==> config.mk <==
export PLATFORM = sky130hd
export DESIGN_NAME = colpage_flash_ctrl
export DESIGN_NICKNAME = d
export VERILOG_FILES = /design/src/rtl/flash_pkg.sv /design/src/rtl/cl_latch_buf.sv /design/src/rtl/cl_low_find.sv /design/src/rtl/cl_seq.sv /design/src/rtl/colpage_flash_ctrl.sv
export SDC_FILE = /design/constraint.sdc
export NUM_CORES = 1
export LEC_CHECK = 0
export BUFFER_PORTS_ARGS = -buffer_cell sky130_fd_sc_hd__buf_4
export CORE_MARGIN = 2
export CORE_UTILIZATION = 45
export DETAILED_ROUTE_END_ITERATION = 10
export GPL_ROUTABILITY_DRIVEN = 0
export HOLD_SLACK_MARGIN = 0.12
export PLACE_DENSITY = 0.69
export SLEW_MARGIN = 20
export SYNTH_ARGS = -nofsm -noshare
export SYNTH_HDL_FRONTEND = slang
export SYNTH_SLANG_ARGS = --single-unit
==> constraint.sdc <==
create_clock -name clk -period 3.4 [get_ports clk]
set_input_delay 0.68 -clock clk [delete_from_list [all_inputs] [get_ports clk]]
set_output_delay 0.68 -clock clk [all_outputs]
set_load 0.005 [all_outputs]
==> src/rtl/flash_pkg.sv <==
package flash_pkg;
  typedef enum logic [1:0] {
    SQ_IDLE  = 2'd0,
    SQ_ERASE = 2'd1,
    SQ_PROG  = 2'd2
  } seq_state_e;
endpackage

==> src/rtl/cl_latch_buf.sv <==
module cl_latch_buf #(
  parameter int OFF_W  = 7,
  parameter int PAGE_W = 9,
  parameter int DATA_W = 8
) (
  input  logic                    clk,
  input  logic                    rst_n,
  input  logic                    ld_en,
  input  logic [PAGE_W-1:0]       ld_page,
  input  logic [OFF_W-1:0]        ld_off,
  input  logic [DATA_W-1:0]       ld_data,
  input  logic                    clr_en,
  input  logic [OFF_W-1:0]        clr_off,
  input  logic [OFF_W-1:0]        rd_off,
  output logic [(1<<OFF_W)-1:0]   valid,
  output logic [PAGE_W-1:0]       page,
  output logic [DATA_W-1:0]       rd_data,
  output logic                    ld_err
);
  localparam int DEPTH = 1 << OFF_W;

  logic [DATA_W-1:0] mem [DEPTH];
  logic              any_v;
  logic              accept;
  logic              reject;

  assign any_v   = |valid;
  assign accept  = ld_en && (!any_v || (ld_page == page));
  assign reject  = ld_en && any_v && (ld_page != page);
  assign rd_data = mem[rd_off];

  always_ff @(posedge clk) begin
    if (accept) mem[ld_off] <= ld_data;
  end

  always_ff @(posedge clk or negedge rst_n) begin
    if (!rst_n) begin
      valid  <= '0;
      page   <= '0;
      ld_err <= 1'b0;
    end else begin
      ld_err <= reject;
      if (ld_en && !any_v) page <= ld_page;
      if (accept) valid[ld_off] <= 1'b1;
      if (clr_en) valid[clr_off] <= 1'b0;
    end
  end
endmodule

==> src/rtl/cl_low_find.sv <==
module cl_low_find #(
  parameter int N  = 128,
  parameter int IW = 7
) (
  input  logic [N-1:0]  vec,
  output logic          found,
  output logic [IW-1:0] idx
);
  assign found = |vec;

  always_comb begin
    idx = '0;
    for (int i = N - 1; i >= 0; i--) begin
      if (vec[i]) idx = IW'(i);
    end
  end
endmodule

==> src/rtl/cl_seq.sv <==
module cl_seq
  import flash_pkg::*;
#(
  parameter int OFF_W     = 7,
  parameter int ERASE_CYC = 4,
  parameter int PROG_CYC  = 6
) (
  input  logic             clk,
  input  logic             rst_n,
  input  logic             launch,
  input  logic             nxt_found,
  input  logic [OFF_W-1:0] nxt_idx,
  output logic             busy,
  output logic             done,
  output logic             erase_on,
  output logic             prog_on,
  output logic             clr_en,
  output logic [OFF_W-1:0] ptr
);
  localparam int MAXC = (ERASE_CYC > PROG_CYC) ? ERASE_CYC : PROG_CYC;
  localparam int CW   = $clog2(MAXC + 1);
  localparam logic [CW-1:0] E_LAST = CW'(ERASE_CYC - 1);
  localparam logic [CW-1:0] P_LAST = CW'(PROG_CYC - 1);

  seq_state_e       st;
  logic [CW-1:0]    cnt;

  assign busy     = (st != SQ_IDLE);
  assign erase_on = (st == SQ_ERASE);
  assign prog_on  = (st == SQ_PROG);
  assign clr_en   = prog_on && (cnt == P_LAST);

  always_ff @(posedge clk or negedge rst_n) begin
    if (!rst_n) begin
      st   <= SQ_IDLE;
      cnt  <= '0;
      ptr  <= '0;
      done <= 1'b0;
    end else begin
      done <= 1'b0;
      unique case (st)
        SQ_IDLE: begin
          if (launch) begin
            if (nxt_found) begin
              st  <= SQ_ERASE;
              ptr <= nxt_idx;
              cnt <= '0;
            end else begin
              done <= 1'b1;
            end
          end
        end
        SQ_ERASE: begin
          if (cnt == E_LAST) begin
            st  <= SQ_PROG;
            cnt <= '0;
          end else begin
            cnt <= cnt + 1'b1;
          end
        end
        SQ_PROG: begin
          if (cnt == P_LAST) begin
            cnt <= '0;
            if (nxt_found) begin
              st  <= SQ_ERASE;
              ptr <= nxt_idx;
            end else begin
              st   <= SQ_IDLE;
              done <= 1'b1;
            end
          end else begin
            cnt <= cnt + 1'b1;
          end
        end
        default: st <= SQ_IDLE;
      endcase
    end
  end
endmodule

==> src/rtl/colpage_flash_ctrl.sv <==
module colpage_flash_ctrl #(
  parameter int ADDR_W    = 16,
  parameter int OFF_W     = 7,
  parameter int DATA_W    = 8,
  parameter int BOOT_W    = 5,
  parameter int ERASE_CYC = 4,
  parameter int PROG_CYC  = 6
) (
  input  logic              clk,
  input  logic              rst_n,
  input  logic              map_en,
  input  logic              boot_map,
  input  logic              wr_valid,
  output logic              wr_ready,
  input  logic [ADDR_W-1:0] wr_addr,
  input  logic [DATA_W-1:0] wr_data,
  input  logic              launch,
  output logic              busy,
  output logic              done,
  output logic              load_err,
  output logic              arr_erase,
  output logic              arr_we,
  output logic              arr_boot,
  output logic [ADDR_W-1:0] arr_addr,
  output logic [DATA_W-1:0] arr_wdata
);
  localparam int PAGE_W = ADDR_W - OFF_W;
  localparam int DEPTH  = 1 << OFF_W;

  logic [DEPTH-1:0]  valid;
  logic [DEPTH-1:0]  rest_vec;
  logic [DEPTH-1:0]  find_vec;
  logic [PAGE_W-1:0] page;
  logic [OFF_W-1:0]  ptr;
  logic [OFF_W-1:0]  nxt_idx;
  logic              nxt_found;
  logic              clr_en;
  logic              ld_en;

  assign wr_ready = !busy;
  assign ld_en    = wr_valid && wr_ready && map_en;

  always_comb begin
    rest_vec      = valid;
    rest_vec[ptr] = 1'b0;
  end
  assign find_vec = busy ? rest_vec : valid;

  cl_latch_buf #(.OFF_W(OFF_W), .PAGE_W(PAGE_W), .DATA_W(DATA_W)) u_buf (
    .clk     (clk),
    .rst_n   (rst_n),
    .ld_en   (ld_en),
    .ld_page (wr_addr[ADDR_W-1:OFF_W]),
    .ld_off  (wr_addr[OFF_W-1:0]),
    .ld_data (wr_data),
    .clr_en  (clr_en),
    .clr_off (ptr),
    .rd_off  (ptr),
    .valid   (valid),
    .page    (page),
    .rd_data (arr_wdata),
    .ld_err  (load_err)
  );

  cl_low_find #(.N(DEPTH), .IW(OFF_W)) u_find (
    .vec   (find_vec),
    .found (nxt_found),
    .idx   (nxt_idx)
  );

  cl_seq #(.OFF_W(OFF_W), .ERASE_CYC(ERASE_CYC), .PROG_CYC(PROG_CYC)) u_seq (
    .clk       (clk),
    .rst_n     (rst_n),
    .launch    (launch),
    .nxt_found (nxt_found),
    .nxt_idx   (nxt_idx),
    .busy      (busy),
    .done      (done),
    .erase_on  (arr_erase),
    .prog_on   (arr_we),
    .clr_en    (clr_en),
    .ptr       (ptr)
  );

  assign arr_addr = {page, ptr};
  assign arr_boot = (arr_erase || arr_we) && boot_map && (&page[PAGE_W-1 -: BOOT_W]);
endmodule

After elaboration in Yosys (flattened, before gate mapping)
Memories as Yosys holds them, arrays and structs flattened.
Index checks and enable logic that the tools add are counted.

storage, ports and cells
  RAM bits = 1024
  logic and storage cells = 208
  output and inout port bits = 31
  memories kept = 1
  register bits = 151

operators by class
  bitwise gates (word level) = 4
  equal/unequal tests = 10
  reductions and logical operators = 25
  $lt $le $gt $ge = 4
  muxes and demuxes = 156
  $add $sub $neg = 1

memory list
  name       depth  width  read ports  clocked after memory_dff  wr ports  line                RTL
  u_buf.mem  128    8      1           0                         1         cl_latch_buf.sv:22  logic [DATA_W-1:0] mem [DEPTH];

operators by type and width
  operator                                                            number
  2-to-1 mux 7 bit                                                    131
  2-to-1 mux 128 bit                                                  3
  bitwise AND 128 bit                                                 2
  OR reduction 128 bit                                                2
  inverter 128 bit                                                    1
  bitwise OR 128 bit                                                  1
  < comparator 7 x 8 -> 1 bit (second input constant)                 2
  demux 1 bit (select 7 bit)                                          2
  greater-or-equal comparator 7 x 1 -> 1 bit (second input constant)  2
  one-hot mux 7 bit (2 select lines)                                  1
  2-to-1 mux 3 bit                                                    4
  logical AND 1 bit                                                   11
  == test 9 bit                                                       1
  != test 9 bit                                                       1
  one-hot mux 3 bit (3 select lines)                                  1
  2-to-1 mux 1 bit                                                    8
  2-to-1 mux 2 bit                                                    4
  one-hot mux 2 bit (3 select lines)                                  1
  AND reduction 3 bit                                                 2
  AND reduction 5 bit                                                 1
  != test 2 x 1 -> 1 bit (second input constant)                      2
  != test 2 bit (second input constant)                               2
  AND reduction 4 bit                                                 1
  nonzero test 2 bit                                                  2
  other kinds (10)                                                    12

Depth between registers and ports, before layout
  depth in word-level cells = 138
  gate-level depth with buffers = 13
  mapped depth without buffers = 11

Modules after synthesis
From an unflattened synthesis, not the netlist that was laid out.

second synthesis, totals
  cells, all modules = 3352
  area total of the unflattened synthesis = 51260.4 sq um

by module, submodules not included
  module              area an instance (sq um)  sequential area each (sq um)  instances  cells an instance
  cl_latch_buf        47265.3                   34202.8                       1          2810
  cl_low_find         1697.9                    0.0                           1          300
  colpage_flash_ctrl  1577.8                    0.0                           1          181
  cl_seq              719.4                     325.3                         1          61

Least setup slack after synthesis
No wires, ideal clock.

  path type = flip-flop to output port
  start point = reg u_seq.ptr[2]
  end point = out arr_wdata[4]
  cell stages (with the launch flop) = 12
  arrival time = 2.782 ns
  path slack = -0.062 ns
  required time = 2.720 ns
  path through = dfrtp_1 > clkbuf_1 > nor3_1 > clkbuf_1 > buf_1 > clkbuf_1 > clkbuf_1 > buf_1 > a22oi_1 > nand4_1 > a22oi_1 > o21ai_0

between the ends
  longest elaborated chain between the ends = 1

ends and longest elaborated chain
  item                    line                      RTL
  start, declared         cl_seq.sv:18              output logic [OFF_W-1:0] ptr
  start signal, assigned  cl_seq.sv:46              ptr <= nxt_idx;
  start signal, assigned  cl_seq.sv:66              ptr <= nxt_idx;
  memory (128 x 8 bit)    -
  end, declared           colpage_flash_ctrl.sv:25  output logic [DATA_W-1:0] arr_wdata

Every way passes these cells.

Final worst setup path
  start point = reg u_seq.ptr[0]
  end point = out arr_wdata[5]

Same word-level chain as after synthesis.

==> out/qor.yml <==
die:
  core_area_um2: 102000
  std_cell_rows: 117
  die_h_um: 326
  initial_utilization: 0.456
  dieWidth_um: 326
  io_pins: 61
  fp.dieArea_um2: 106000
run_status:
  failed_checks: "setup timing"
  status: "finished, violations left"
synth:
  syn_nets: 3051
  post_synthesis_compound_gate_area_fraction: 0.163
  dominant_combinational_cell_family_by_area_after_synthesis: "compound AO/OA/AOI/OAI gates"
  yosys.cell_types.count: 77
  yosysWarningCount: 0
  syn_avg_cell_area_um2: 15.5
  asyncSetResetFlopFracSynth: 0.129
  synthCells: 3013
  synth_simple_gate_area_share: 0.0696
  synth_edf_count: 1024
  synthXorXnorAreaFrac: 0.00169
  synthesis.area_um2: 46600
  post-synth-top-area-fraction: 0.661
  synth.area.top_cells: "sky130_fd_sc_hd__edfxtp_1 66%, sky130_fd_sc_hd__dfrtp_1 8.1%, sky130_fd_sc_hd__a22oi_1 5.9%, sky130_fd_sc_hd__a2bb2oi_1 2.2%, sky130_fd_sc_hd__o21ai_0 1.6%"
  synth.largest_area_cell: "sky130_fd_sc_hd__edfxtp_1"
  synth.ff_latch_count: 1175
  proportion_of_synthesized_area_in_mux_cells: 0.00366
  ys_seq_area_frac: 0.742
  yosys.area_share.adder: 0.00215
  dominant_register_cell_in_the_synthesized_netlist: "sky130_fd_sc_hd__edfxtp_1"
sta:
  rsz0062_at_grt: "true"
  setup_viol: 239
  slew_viol_final: 0
  final_min_period_over_clock_period: 1.29
  timing.final.ws_setup_ns: -0.983
  clock-skew-final_ns: 0.0323
  max_freq_mhz: 228
  tightest_slew_ns: 1.03
  maxSlewHeadroom: 0.311
  period_minus_slack_ns: 4.38
  final-hold-violation-count: 0
worst_setup_path:
  worstPathBufferInverterCount: 6
  critPathSlowestCell: "sky130_fd_sc_hd__dfrtp_2"
  crit_path_cell_trace: "nor2b_4, nor2b_4, buf_12, buf_8, buf_6, buf_4, a221oi_1, a31oi_2, a21oi_2, o21ai_0, nor4_2, o21ai_1, buf_4, buf_4"
  cp_top_family: "compound AO/OA/AOI/OAI gates"
  cp.required_ns: 2.72
  cpMostUsedCell: "sky130_fd_sc_hd__buf_4"
  timing.critical_path.arrival_ns: 3.70
  timing.critical_path.to_type: "output port"
  cp_max_fo: 6
  worst_setup_path_class: "register to output port"
  crit_path_start_kind: "register"
  critical-path-max-stage-delay_ns: 0.44
detailed_routing:
  routed_wirelength_mm: 164
  avgViaCountPerCell: 6.56
  drt_pre_antenna_iters: 7
  postRouteAntennaNets: 0
  dr.first_iter.drc_count: 5730
  vias: 34811
  routedWlPerCell_um: 30.9
  post-route-drc-count: 0
global_routing:
  initial_antenna_violation_count: 7
  wire_length_of_the_first_global_routing_pass_mm: 232
  globalRouteOverflowTotal: 0
  grt_start_max_net_pins: 79
  grt.total_usage: 0.299
  first_global_vias: 33264
final_layout:
  instances_no_fill: 5303
  layout_common_cells: "1024 x sky130_fd_sc_hd__edfxtp_1, 692 x sky130_fd_sc_hd__buf_4, 336 x sky130_fd_sc_hd__a22oi_1"
  post-route-util: 0.603
  post_route_cells_drive_above_1_share: 0.334
  most_common_library_cell_in_the_layout_ignoring_fill_and_taps: "sky130_fd_sc_hd__edfxtp_1"
  finalNetCount: 3878
  area_growth_pct: 32.4
  final_area_um2: 61600
placement:
  detailed_place_hpwl_mm: 107
  placedInstanceArea_um2: 55700
  dp_slack_ns: -0.918
  place.detailed.instances: 5026
  place.port_buffers: 60
power:
  powerDensity_nw_per_um2: 707
  leakage_power_summed_over_all_cells_nw: 22.3
  total_power_w: 0.0436
  max-vdd-ir-drop_v: 0.000573
job:
  maxcap_violations: 0
cts:
  clk_pin_slew_worst_paths_ns: 0.06
  cts_tree: "yes"
  cts.htree.levels: 3
  root_buffer: "sky130_fd_sc_hd__clkbuf_16"
  clock_path_buffers: 3
  insertion_delay_ns: 0.72
  clock_sink_count: 1175
  numCtsBuffers: 111
worst_hold_path:
  min_path_type: "input pin to register"
cell families (layout without fill, tap and decap cells):
| family | count (synthesis) | after routing |
|---|---|---|
| flip-flops | 1175 | 1175 |
| AO/OA/AOI/OAI | 1040 | 1040 |
| AND/OR/NAND/NOR | 549 | 549 |
| buffers and inverters | 217 | 1137 |
| multiplexers | 15 | 15 |
| XOR/XNOR | 9 | 9 |
| adder cells (fa/ha/maj) | 8 | 8 |
| other | 0 | 2 |
Yosys cell counts, drive strengths merged, types with 32 or more instances:
| master | number |
|---|---|
| edfxtp | 1024 |
| a22oi | 367 |
| o21ai | 168 |
| dfrtp | 151 |
| clkbuf | 126 |
| a2bb2oi | 119 |
| and2 | 108 |
| nand4 | 77 |
| nand2 | 76 |
| a221oi | 74 |
| a22o | 74 |
| a31oi | 73 |
| buf | 64 |
| a21oi | 62 |
| nor4 | 61 |
| nor2 | 51 |
| nor2b | 42 |
| a41oi | 32 |
worst paths after layout:
kind                              start                to  slack, ns  cells past startpoint
max in group asynchronous         rst_n      u_seq.ptr[2]       1.93                      3
min                         wr_addr[13]     u_buf.page[6]       0.22                      2
min reg2reg                u_seq.cnt[1]      u_seq.cnt[1]       0.56                      1
max                        u_seq.ptr[0]      arr_wdata[5]      -0.98                     14
min in group asynchronous         rst_n  u_buf.valid[106]       0.55                      2
max reg2reg                u_seq.ptr[3]      u_seq.ptr[0]      -0.36                     13
worst register-to-register path, cell delays in order, from the launching register on:
cell	delay (ns)
sky130_fd_sc_hd__dfrtp_2	0.56
sky130_fd_sc_hd__buf_4	0.29
sky130_fd_sc_hd__nand4b_1	0.30
sky130_fd_sc_hd__buf_4	0.27
sky130_fd_sc_hd__o21ai_0	0.29
sky130_fd_sc_hd__nand4_1	0.24
sky130_fd_sc_hd__nor4_4	0.36
sky130_fd_sc_hd__nand3_2	0.19
sky130_fd_sc_hd__buf_4	0.21
sky130_fd_sc_hd__o41ai_4	0.36
sky130_fd_sc_hd__buf_4	0.21
sky130_fd_sc_hd__a211oi_1	0.07
sky130_fd_sc_hd__a22oi_1	0.17
sky130_fd_sc_hd__o21ai_1	0.12
flip-flops by register name, indices dropped and copies added, names as in the netlist:
signal        cells
u_seq.st          2
u_seq.cnt         3
u_buf.mem      1024
u_seq.done        1
u_seq.ptr         7
u_buf.ld_err      1
u_buf.page        9
u_buf.valid     128
cell type report:
| cell class | instances | area (um^2) |
|---|---|---|
| antenna | 2 | 5.00 |
| clock buffer | 144 | 3030 |
| clock inverter | 62 | 599 |
| fill | 7400 | 40600 |
| inverter | 27 | 101 |
| multi-input combinational | 1621 | 12500 |
| sequential | 1175 | 34500 |
| tap | 1368 | 1710 |
| timing repair buffer | 904 | 9100 |
metal layers:
| layer | up-vias | routed length (um) | global-route usage |
|---|---|---|---|
| li1 | 14203 | - | - |
| met1 | 17187 | 60000 | 0.407 |
| met2 | 2823 | 72800 | 0.451 |
| met3 | 586 | 21300 | 0.0720 |
| met4 | 12 | 9800 | 0.151 |
| met5 | - | 118 | 0 |
stage by stage:
stage	hold WS, ns	TNS, ns
4_1_cts	0.193	-7.68
6_report	0.220	-18.11
5_1_grt	0.206	-64.62
3_3_place_gp	0.514	-15.68
2_1_floorplan	0.384	0
3_5_place_dp	0.521	-18.72
repair_timing:
item | CTS | global route
setup buffers | 40 | 25
pin swaps | 73 | 61
gates resized for setup | 229 | 112
cloned | 6 | 3
setup endpoints to repair | 404 | 445
hold buffers | 1 | 0
endpoints found under the hold margin | 65 | 0
power breakdown:
part           switching, W  internal (W)  total (W)
clock network       0.00545       0.00698     0.0124
logic               0.00838       0.00653     0.0149
registers          0.000320        0.0159     0.0162
total                0.0142        0.0294     0.0436
Power figures use the tool's default switching activity.
